<file path="src/rtl/ebm_pkg.sv">
package ebm_pkg;

  typedef enum logic [1:0] {
    BW8  = 2'b00,
    BW16 = 2'b01,
    BW32 = 2'b10
  } bw_e;

  function automatic bw_e norm_bw(input logic [1:0] code);
    if (code == 2'b00)      return BW8;
    else if (code == 2'b01) return BW16;
    else                    return BW32;
  endfunction

  // Lowest selected transfer unit at or above 'from'; 4 means none left.
  function automatic logic [2:0] pick_unit(input bw_e bw, input logic [3:0] m,
                                           input logic [2:0] from);
    logic [2:0] r;
    logic       hit;
    r = 3'd4;
    for (int u = 3; u >= 0; u--) begin
      case (bw)
        BW8:     hit = m[u];
        BW16:    hit = (u == 0) ? (|m[1:0]) : ((u == 1) ? (|m[3:2]) : 1'b0);
        default: hit = (u == 0);
      endcase
      if (hit && (3'(u) >= from)) r = 3'(u);
    end
    return r;
  endfunction

endpackage

</file>
<file path="src/rtl/ebm_lane_map.sv">
module ebm_lane_map
  import ebm_pkg::*;
#(
  parameter int LANES = 4,
  localparam int DW = LANES * 8
) (
  input  bw_e              bw,
  input  logic [LANES-1:0] mask,
  input  logic [1:0]       unit,
  input  logic             write,
  input  logic [DW-1:0]    wword,
  input  logic [DW-1:0]    din,
  output logic [LANES-1:0] be,
  output logic [DW-1:0]    dout,
  output logic [DW-1:0]    cap_data,
  output logic [LANES-1:0] cap_keep
);

  logic [LANES-1:0] lanes;

  always_comb begin
    be       = '0;
    dout     = '0;
    cap_data = '0;
    lanes    = '0;
    case (bw)
      BW8: begin
        be = {2'b00, unit};
        if (write) dout[7:0] = wword[8*unit +: 8];
        cap_data = {LANES{din[7:0]}};
        lanes    = LANES'(1) << unit;
      end
      BW16: begin
        if (unit[0]) begin
          be    = {mask[3], 1'b0, 1'b1, mask[2]};
          lanes = 4'b1100;
          if (write) dout[15:0] = wword[31:16];
        end else begin
          be    = {mask[1], 1'b0, 1'b0, mask[0]};
          lanes = 4'b0011;
          if (write) dout[15:0] = wword[15:0];
        end
        cap_data = {(LANES/2){din[15:0]}};
      end
      default: begin
        be = mask;
        if (write) dout = wword;
        cap_data = din;
        lanes    = '1;
      end
    endcase
    cap_keep = lanes & mask;
  end

endmodule

</file>
<file path="src/rtl/ebm_rd_pack.sv">
module ebm_rd_pack #(
  parameter int MAX_WORDS = 4,
  parameter int LEN_W = $clog2(MAX_WORDS),
  parameter int LANES = 4,
  localparam int DW = LANES * 8
) (
  input  logic                    clk,
  input  logic                    rst_n,
  input  logic                    clear,
  input  logic                    wr_en,
  input  logic [LEN_W-1:0]        wr_idx,
  input  logic [LANES-1:0]        keep,
  input  logic [DW-1:0]           data,
  output logic [MAX_WORDS*DW-1:0] packed_words
);

  logic [DW-1:0] words_q [MAX_WORDS];

  always_ff @(posedge clk) begin
    if (!rst_n || clear) begin
      for (int w = 0; w < MAX_WORDS; w++) words_q[w] <= '0;
    end else if (wr_en) begin
      for (int b = 0; b < LANES; b++)
        if (keep[b]) words_q[wr_idx][8*b +: 8] <= data[8*b +: 8];
    end
  end

  for (genvar w = 0; w < MAX_WORDS; w++) begin : g_out
    assign packed_words[DW*w +: DW] = words_q[w];
  end

endmodule

</file>
<file path="src/rtl/ebm_seq.sv">
module ebm_seq
  import ebm_pkg::*;
#(
  parameter int ADDR_W = 32,
  parameter int MAX_WORDS = 4,
  parameter int LEN_W = $clog2(MAX_WORDS)
) (
  input  logic              clk,
  input  logic              rst_n,
  input  logic              req_valid,
  output logic              req_ready,
  input  logic [ADDR_W-1:0] req_addr,
  input  logic [3:0]        req_mask,
  input  logic              req_write,
  input  logic [LEN_W-1:0]  req_len,
  input  logic [1:0]        req_width,
  input  logic              bus_rdy,
  output logic              busy,
  output logic              ads,
  output logic              rd_flag,
  output logic [ADDR_W-1:2] word_addr,
  output bw_e               cur_bw,
  output logic [3:0]        cur_mask,
  output logic [LEN_W-1:0]  cur_word,
  output logic [1:0]        cur_unit,
  output logic              accept,
  output logic              beat_fire,
  output logic              done
);

  logic              busy_q, first_q, rd_q, done_q;
  bw_e               bw_q;
  logic [3:0]        mask_q;
  logic [ADDR_W-1:2] base_q;
  logic [LEN_W-1:0]  len_q, word_q;
  logic [1:0]        unit_q;

  logic [3:0] mask_in;
  bw_e        bw_in;
  logic [2:0] unit_in, unit_next, unit_restart;
  logic [LEN_W-1:0] addr_lo;

  assign req_ready = !busy_q;
  assign accept    = req_valid && !busy_q;
  assign beat_fire = busy_q && bus_rdy;

  always_comb begin
    mask_in      = (req_mask == 4'h0) ? 4'hF : req_mask;
    bw_in        = norm_bw(req_width);
    unit_in      = pick_unit(bw_in, mask_in, 3'd0);
    unit_next    = pick_unit(bw_q, mask_q, {1'b0, unit_q} + 3'd1);
    unit_restart = pick_unit(bw_q, mask_q, 3'd0);
  end

  always_ff @(posedge clk) begin
    if (!rst_n) begin
      busy_q <= 1'b0;
      first_q <= 1'b0;
      rd_q <= 1'b0;
      done_q <= 1'b0;
      bw_q <= BW32;
      mask_q <= 4'h0;
      base_q <= '0;
      len_q <= '0;
      word_q <= '0;
      unit_q <= '0;
    end else begin
      done_q <= 1'b0;
      if (accept) begin
        busy_q  <= 1'b1;
        first_q <= 1'b1;
        rd_q    <= !req_write;
        bw_q    <= bw_in;
        mask_q  <= mask_in;
        base_q  <= req_addr[ADDR_W-1:2];
        len_q   <= req_len;
        word_q  <= '0;
        unit_q  <= unit_in[1:0];
      end else if (busy_q) begin
        first_q <= 1'b0;
        if (bus_rdy) begin
          if (!unit_next[2]) begin
            unit_q <= unit_next[1:0];
          end else if (word_q == len_q) begin
            busy_q <= 1'b0;
            done_q <= 1'b1;
          end else begin
            word_q <= word_q + LEN_W'(1);
            unit_q <= unit_restart[1:0];
          end
        end
      end
    end
  end

  assign addr_lo   = base_q[LEN_W+1:2] + word_q;
  assign word_addr = {base_q[ADDR_W-1:LEN_W+2], addr_lo};
  assign busy      = busy_q;
  assign ads       = busy_q && first_q;
  assign rd_flag   = rd_q;
  assign cur_bw    = bw_q;
  assign cur_mask  = mask_q;
  assign cur_word  = word_q;
  assign cur_unit  = unit_q;
  assign done      = done_q;

  // the strobe never lasts two clocks
  assert_ads_single_R2: assert property (@(posedge clk) disable iff (!rst_n)
    ads |=> !ads);
  // completion is reported only with the block idle again
  assert_done_idle_R1: assert property (@(posedge clk) disable iff (!rst_n)
    done |-> req_ready);
  // completion follows an edge that ended a data cycle
  assert_done_after_beat_R10: assert property (@(posedge clk) disable iff (!rst_n)
    done |-> $past(busy && bus_rdy));

endmodule

</file>
<file path="src/rtl/ebm_top.sv">
module ebm_top
  import ebm_pkg::*;
#(
  parameter int ADDR_W = 32,
  parameter int MAX_WORDS = 4,
  parameter int LEN_W = $clog2(MAX_WORDS)
) (
  input  logic                    clk,
  input  logic                    rst_n,
  input  logic                    req_valid,
  output logic                    req_ready,
  input  logic [ADDR_W-1:0]       req_addr,
  input  logic [3:0]              req_mask,
  input  logic                    req_write,
  input  logic [LEN_W-1:0]        req_len,
  input  logic [1:0]              req_width,
  input  logic [MAX_WORDS*32-1:0] req_wdata,
  output logic [ADDR_W-1:2]       bus_addr,
  output logic [3:0]              bus_be,
  output logic [31:0]             bus_dout,
  input  logic [31:0]             bus_din,
  output logic                    bus_rd,
  output logic                    bus_ads,
  input  logic                    bus_rdy,
  output logic                    rsp_done,
  output logic [MAX_WORDS*32-1:0] rsp_data
);

  localparam int LANES = 4;
  localparam int DW = LANES * 8;
  localparam int PACK_W = MAX_WORDS * DW;

  logic              busy, ads, rd_flag, accept, beat_fire, done;
  logic [ADDR_W-1:2] word_addr;
  bw_e               cur_bw;
  logic [3:0]        cur_mask;
  logic [LEN_W-1:0]  cur_word;
  logic [1:0]        cur_unit;
  logic [PACK_W-1:0] wbuf_q, packed_words;
  logic [DW-1:0]     lane_dout, cap_data;
  logic [LANES-1:0]  lane_be, cap_keep;

  ebm_seq #(.ADDR_W(ADDR_W), .MAX_WORDS(MAX_WORDS), .LEN_W(LEN_W)) u_seq (
    .clk(clk), .rst_n(rst_n),
    .req_valid(req_valid), .req_ready(req_ready), .req_addr(req_addr),
    .req_mask(req_mask), .req_write(req_write), .req_len(req_len),
    .req_width(req_width), .bus_rdy(bus_rdy),
    .busy(busy), .ads(ads), .rd_flag(rd_flag), .word_addr(word_addr),
    .cur_bw(cur_bw), .cur_mask(cur_mask), .cur_word(cur_word),
    .cur_unit(cur_unit), .accept(accept), .beat_fire(beat_fire), .done(done)
  );

  always_ff @(posedge clk) begin
    if (!rst_n)      wbuf_q <= '0;
    else if (accept) wbuf_q <= req_wdata;
  end

  ebm_lane_map #(.LANES(LANES)) u_map (
    .bw(cur_bw), .mask(cur_mask), .unit(cur_unit), .write(!rd_flag),
    .wword(wbuf_q[DW*cur_word +: DW]), .din(bus_din),
    .be(lane_be), .dout(lane_dout), .cap_data(cap_data), .cap_keep(cap_keep)
  );

  ebm_rd_pack #(.MAX_WORDS(MAX_WORDS), .LEN_W(LEN_W), .LANES(LANES)) u_pack (
    .clk(clk), .rst_n(rst_n), .clear(accept),
    .wr_en(beat_fire && rd_flag), .wr_idx(cur_word),
    .keep(cap_keep), .data(cap_data), .packed_words(packed_words)
  );

  assign bus_addr = busy ? word_addr : '0;
  assign bus_be   = busy ? lane_be : '0;
  assign bus_dout = busy ? lane_dout : '0;
  assign bus_rd   = rd_flag;
  assign bus_ads  = ads;
  assign rsp_done = done;
  assign rsp_data = done ? packed_words : '0;

  // direction changes only together with the strobe
  assert_rd_with_ads_R3: assert property (@(posedge clk) disable iff (!rst_n)
    !$stable(bus_rd) |-> bus_ads);
  // upper address bits fixed for the whole request
  assert_addr_upper_R4: assert property (@(posedge clk) disable iff (!rst_n)
    (busy && !bus_ads) |-> $stable(bus_addr[ADDR_W-1:LEN_W+2]));
  // without ready the data cycle holds its pins
  assert_hold_on_wait_R9: assert property (@(posedge clk) disable iff (!rst_n)
    (busy && !bus_rdy) |=> ($stable(bus_addr) && $stable(bus_be) && $stable(bus_dout)));
  // 16-bit region leaves pin 2 and the upper lanes quiet
  assert_narrow16_R6: assert property (@(posedge clk) disable iff (!rst_n)
    (busy && cur_bw == BW16) |-> (!bus_be[2] && bus_dout[31:16] == 16'h0));
  // 8-bit region leaves pins 3:2 and lanes above 7 quiet
  assert_narrow8_R7: assert property (@(posedge clk) disable iff (!rst_n)
    (busy && cur_bw == BW8) |-> (bus_be[3:2] == 2'b00 && bus_dout[31:8] == 24'h0));
  // reads drive no data
  assert_read_quiet_R11: assert property (@(posedge clk) disable iff (!rst_n)
    (busy && bus_rd) |-> (bus_dout == 32'h0));

endmodule

</file>
<file path="config.mk">
export PLATFORM = sky130hd
export DESIGN_NAME = ebm_top
export DESIGN_NICKNAME = d
export VERILOG_FILES = /design/src/rtl/ebm_pkg.sv /design/src/rtl/ebm_lane_map.sv /design/src/rtl/ebm_rd_pack.sv /design/src/rtl/ebm_seq.sv /design/src/rtl/ebm_top.sv
export SDC_FILE = /design/constraint.sdc
export NUM_CORES = 1
export LEC_CHECK = 0
export BUFFER_PORTS_ARGS = -buffer_cell sky130_fd_sc_hd__buf_4
export CAP_MARGIN = 40
export CORE_MARGIN = 2
export CORE_UTILIZATION = 59
export CTS_BUF_LIST = sky130_fd_sc_hd__clkbuf_8
export DETAILED_ROUTE_END_ITERATION = 7
export GPL_TIMING_DRIVEN = 0
export PLACE_DENSITY = 0.94
export SYNTH_ARGS = -nofsm -noshare
export SYNTH_HDL_FRONTEND = slang
export SYNTH_SLANG_ARGS = --single-unit
</file>
<file path="constraint.sdc">
create_clock -name clk -period 4.4 [get_ports clk]
set_clock_uncertainty 0.2 [all_clocks]
set_input_delay 0.66 -clock clk [delete_from_list [all_inputs] [get_ports clk]]
set_output_delay 0.66 -clock clk [all_outputs]
set_load 0.01 [all_outputs]
</file>
==> report_table.html <==
<table>
<tr><th>Metric</th><th>Value</th></tr>
<tr><th colspan="2">Status</th></tr>
<tr><td>Run status</td><td>finished clean</td></tr>
<tr><th colspan="2">Place</th></tr>
<tr><td>Final GP Congestion</td><td>0.959</td></tr>
<tr><td>Placed instance count</td><td>between 2000 and 2500</td></tr>
<tr><td>Port-buffer cells</td><td>400</td></tr>
<tr><td>DP HPWL</td><td>39.0 mm</td></tr>
<tr><th colspan="2">Cells and area</th></tr>
<tr><td>Commonest cells after routing, fill and taps aside</td><td>buf_4 (402), nand2_1 (359), and2_1 (187)</td></tr>
<tr><td>Fraction of final layout cells sized beyond drive strength 1</td><td>0.266</td></tr>
<tr><td>Final standard cell count with taps included and fillers excluded</td><td>2318</td></tr>
<tr><td>Net total in the final layout</td><td>2167</td></tr>
<tr><td>Fill cell count</td><td>1574</td></tr>
<tr><td>Area growth from synthesis to layout</td><td>29.5%</td></tr>
<tr><td>N_diodes</td><td>0</td></tr>
<tr><td>Commonest non-fill, non-tap cell in the layout</td><td>buf_4</td></tr>
<tr><th colspan="2">Global route</th></tr>
<tr><td>Antenna violations before repair</td><td>0</td></tr>
<tr><td>GRT overflow</td><td>0</td></tr>
<tr><td>Largest net degree at the start of global routing</td><td>12</td></tr>
<tr><td>Via count of the first global-routing pass</td><td>13676</td></tr>
<tr><td>Overall global routing resource usage</td><td>0.391</td></tr>
<tr><td>First-pass GRT wire length</td><td>76.9 mm</td></tr>
<tr><th colspan="2">Synth</th></tr>
<tr><td>Complex-gate fraction of the synthesized area</td><td>0.138</td></tr>
<tr><td>Fraction of registers with async set/reset</td><td>0</td></tr>
<tr><td>Number of enable flip-flop cells after synthesis</td><td>about 130</td></tr>
<tr><td>YS warnings</td><td>0</td></tr>
<tr><td>Register bit count reported by yosys</td><td>302</td></tr>
<tr><td>XOR/XNOR share of the synthesized area</td><td>0.00425</td></tr>
<tr><td>Cell area after technology mapping</td><td>0.0144 mm^2</td></tr>
<tr><td>Simple-gate share of the synthesized area</td><td>0.239</td></tr>
<tr><td>Cell variety after synth</td><td>61</td></tr>
<tr><td>Post-Syn Instances</td><td>1512</td></tr>
<tr><td>Synthesized net count</td><td>1718</td></tr>
<tr><td>Synthesized area per cell</td><td>9.54 um^2</td></tr>
<tr><td>Synth Area in Adders</td><td>0.000867</td></tr>
<tr><td>Main combinational cell family by area after synthesis</td><td>simple AND/OR/NAND/NOR gates</td></tr>
<tr><td>Sequential element share of the synthesized area</td><td>0.508</td></tr>
<tr><td>Multiplexer area fraction after synthesis</td><td>0.0721</td></tr>
<tr><td>Synth Flop Type</td><td>dfxtp_1</td></tr>
<tr><th colspan="2">Clock tree</th></tr>
<tr><td>CTS sink cnt</td><td>302</td></tr>
<tr><td>Clock input transition at the sequential cells of the worst setup and hold paths</td><td>0.06 ns</td></tr>
<tr><td>Resize count post-CTS</td><td>0</td></tr>
<tr><td>Number of buffers inserted by hold repair at cts</td><td>0</td></tr>
<tr><td>Maximum buffer depth of the clock tree</td><td>3</td></tr>
<tr><td>TritonCTS clock tree</td><td>done</td></tr>
<tr><td>CTS buffer count</td><td>47</td></tr>
<tr><td>Number of levels in the clock H-tree</td><td>2</td></tr>
<tr><td>Setup repair bufs after CTS</td><td>0</td></tr>
<tr><td>Clock tree root buffer cell</td><td>clkbuf_8</td></tr>
<tr><td>Clk_lat worst skew</td><td>0.55 ns</td></tr>
<tr><th colspan="2">Timing</th></tr>
<tr><td>Final count of negative-setup-slack endpoints</td><td>0</td></tr>
<tr><td>Period utilisation layout</td><td>0.891</td></tr>
<tr><td>Hold_ws</td><td>around 0.15 ns</td></tr>
<tr><td>Max Fclk</td><td>255 MHz</td></tr>
<tr><td>Pin slew with the least headroom to its limit</td><td>~0.8 ns</td></tr>
<tr><td>Shortest clock period the worst path allows after layout</td><td>3.92 ns</td></tr>
<tr><td>Headroom to the max-slew limit</td><td>0.478</td></tr>
<tr><td>Post-route setup TNS</td><td>0 ns</td></tr>
<tr><td>Number of hold-slack violations in the final timing report</td><td>0</td></tr>
<tr><td>Max-slew violation count</td><td>0</td></tr>
<tr><td>Setup repair after global routing missed its margin</td><td>no</td></tr>
<tr><th colspan="2">Setup path</th></tr>
<tr><td>Worst EP required</td><td>3.54 ns</td></tr>
<tr><td>Startpoint type of the worst setup path</td><td>register</td></tr>
<tr><td>Crit Path Class</td><td>reg -&gt; out</td></tr>
<tr><td>Highest fanout seen on the critical path</td><td>10</td></tr>
<tr><td>CP Data Arrival Time</td><td>3.06 ns</td></tr>
<tr><td>Kind of capture point of the worst setup path</td><td>output pin</td></tr>
<tr><td>Worst-case register-to-register setup slack</td><td>1.48 ns</td></tr>
<tr><th colspan="2">Die</th></tr>
<tr><td>Die H</td><td>around 160 um</td></tr>
<tr><td>Total Die Area</td><td>between 0.02 and 0.03 mm^2</td></tr>
<tr><td>Initial core utilization</td><td>0.597</td></tr>
<tr><td>Placeable core area</td><td>0.0242 mm^2</td></tr>
<tr><td>Die Span X</td><td>160 um</td></tr>
<tr><td>Number of rows in the core area</td><td>57</td></tr>
<tr><td>Total I/O pin count</td><td>403</td></tr>
<tr><th colspan="2">Detailed routing</th></tr>
<tr><td>Total Routed Length</td><td>50.9 mm</td></tr>
<tr><td>Post-DRT Antenna Nets</td><td>0</td></tr>
<tr><td>Post-detailed-route wirelength per cell</td><td>22.0 um</td></tr>
<tr><td>Starting DRC count in detailed routing</td><td>about 1500</td></tr>
<tr><td>DRC Markers</td><td>0</td></tr>
<tr><td>Detailed Routing Iterations Pass 1</td><td>5</td></tr>
<tr><td>Vias</td><td>13747</td></tr>
<tr><td>Vias per Instance</td><td>5.93</td></tr>
<tr><th colspan="2">Hold path</th></tr>
<tr><td>Worst hold path class</td><td>in -&gt; reg</td></tr>
<tr><th colspan="2">Pwr</th></tr>
<tr><td>Post-route total power</td><td>6.24 mW</td></tr>
<tr><td>Leakage component of the power</td><td>7.98 nW</td></tr>
<tr><td>P per Cell Area</td><td>334 mW/mm^2</td></tr>
<tr><td>Worst supply voltage drop on vdd</td><td>208 uV</td></tr>
<tr><th colspan="2">Flow run</th></tr>
<tr><td>MaxCap Viol Count</td><td>0</td></tr>
</table>
[where the power goes]
group	switching, mW	internal, mW
Sequential	0.0828	3.09
Clock	1.08	1.08
Combinational	0.551	0.356
Total	1.71	4.52
[state kept, by name, summed over array words and instances, names as in the netlist]
| register | count |
|---|---|
| u_pack.words_q | 128 |
| u_seq.base_q | 30 |
| u_seq.busy | 1 |
| u_seq.cur_bw | 2 |
| u_seq.cur_mask | 4 |
| u_seq.cur_unit | 2 |
| u_seq.cur_word | 2 |
| u_seq.done | 1 |
| u_seq.first_q | 1 |
| u_seq.len_q | 2 |
| u_seq.rd_flag | 1 |
| wbuf_q | 128 |
[worst max-delay path, stage by stage (launching register included)]
cell and delay (ns):
dfxtp_1 0.33, clkbuf_1 0.35, buf_2 0.36, clkbuf_1 0.48, nor3_1 0.13, nor3_1 0.62, buf_4 0.24
[cell type report]
class	instances	area (um^2)	share of cell area
inverter	14	52.6	0.00281
clock buffer	52	716	0.0383
clock inverter	30	124	0.00663
buffer	111	484	0.0259
multi-input combinational	1085	6560	0.351
sequential	302	7330	0.392
tap	324	405	0.0217
timing repair buffer	400	3000	0.161
[path summary, 6_finish.rpt]
path / startpoint / cells past startpoint / to
setup / recovery: u_seq.cur_bw[1]$_SDFFE_PN1P_ / 6 / bus_be[1]
hold / removal: req_wdata[75] / 3 / wbuf_q[75]$_SDFFE_PN0P_
setup reg to reg: u_seq.busy$_SDFF_PN0_ / 5 / u_pack.words_q[2][1]$_SDFFCE_PN0P_
hold reg to reg: u_seq.base_q[28]$_SDFFE_PN0P_ / 2 / u_seq.base_q[28]$_SDFFE_PN0P_
[Yosys cell counts, types with 2 or more instances]
master | number | area, um^2
xnor2_1 | 3 | 26.3
a211oi_1 | 4 | 30.0
nand3b_1 | 3 | 22.5
a22o_1 | 7 | 61.3
nor3b_1 | 5 | 37.5
o211ai_2 | 7 | 87.6
edfxtp_1 | 128 | 3840
and3_1 | 4 | 25.0
o211a_1 | 2 | 20.0
dfxtp_1 | 174 | 3480
mux2i_1 | 30 | 300
nand3_1 | 7 | 35.0
clkbuf_1 | 85 | 319
nor3_1 | 3 | 15.0
o221ai_1 | 4 | 35.0
nand2_1 | 359 | 1350
a31oi_1 | 3 | 18.8
o31ai_1 | 2 | 15.0
nor2b_1 | 25 | 156
nand4_1 | 3 | 18.8
mux4_2 | 30 | 676
nand2b_1 | 6 | 37.5
xor2_1 | 4 | 35.0
a21oi_1 | 24 | 120
buf_4 | 2 | 15.0
o21ai_0 | 19 | 95.1
and2_1 | 187 | 1170
a221oi_1 | 5 | 43.8
o221a_2 | 4 | 45.0
inv_1 | 14 | 52.6
a21boi_0 | 161 | 1210
mux4_1 | 2 | 52.6
o21a_1 | 5 | 37.5
o22ai_1 | 4 | 25.0
o21ba_2 | 2 | 20.0
nor2_1 | 137 | 514
buf_6 | 5 | 56.3
buf_2 | 17 | 85.1
a22oi_1 | 3 | 22.5
a32oi_1 | 2 | 17.5
[per-stage QoR]
stage           util  area, um^2  setup slack (ns)
5_1_grt        0.772       18700             0.390
6_report       0.772       18700             0.478
2_1_floorplan      -       14400              1.80
3_5_place_dp   0.738       17800              1.12
4_1_cts        0.772       18700             0.538
3_3_place_gp   0.738       17800              1.11
[layer usage]
layer  vias up  track usage  wire [um]
met2      1084        0.664      24300
met4         0        0.210       3170
met1      6423        0.463      17500
li1       6015            -          -
met3       225       0.0907       5930
met5         -            0          0
[logic make-up after synthesis]
kind of cell             count (synthesis)
AND/OR/NAND/NOR                        747
flip-flops                             302
AO/OA/AOI/OAI                          267
buffers and inverters                  125
multiplexers                            63
XOR/XNOR                                 7
adder cells (fa/ha/maj)                  1
Power figures use the tool's default switching activity.
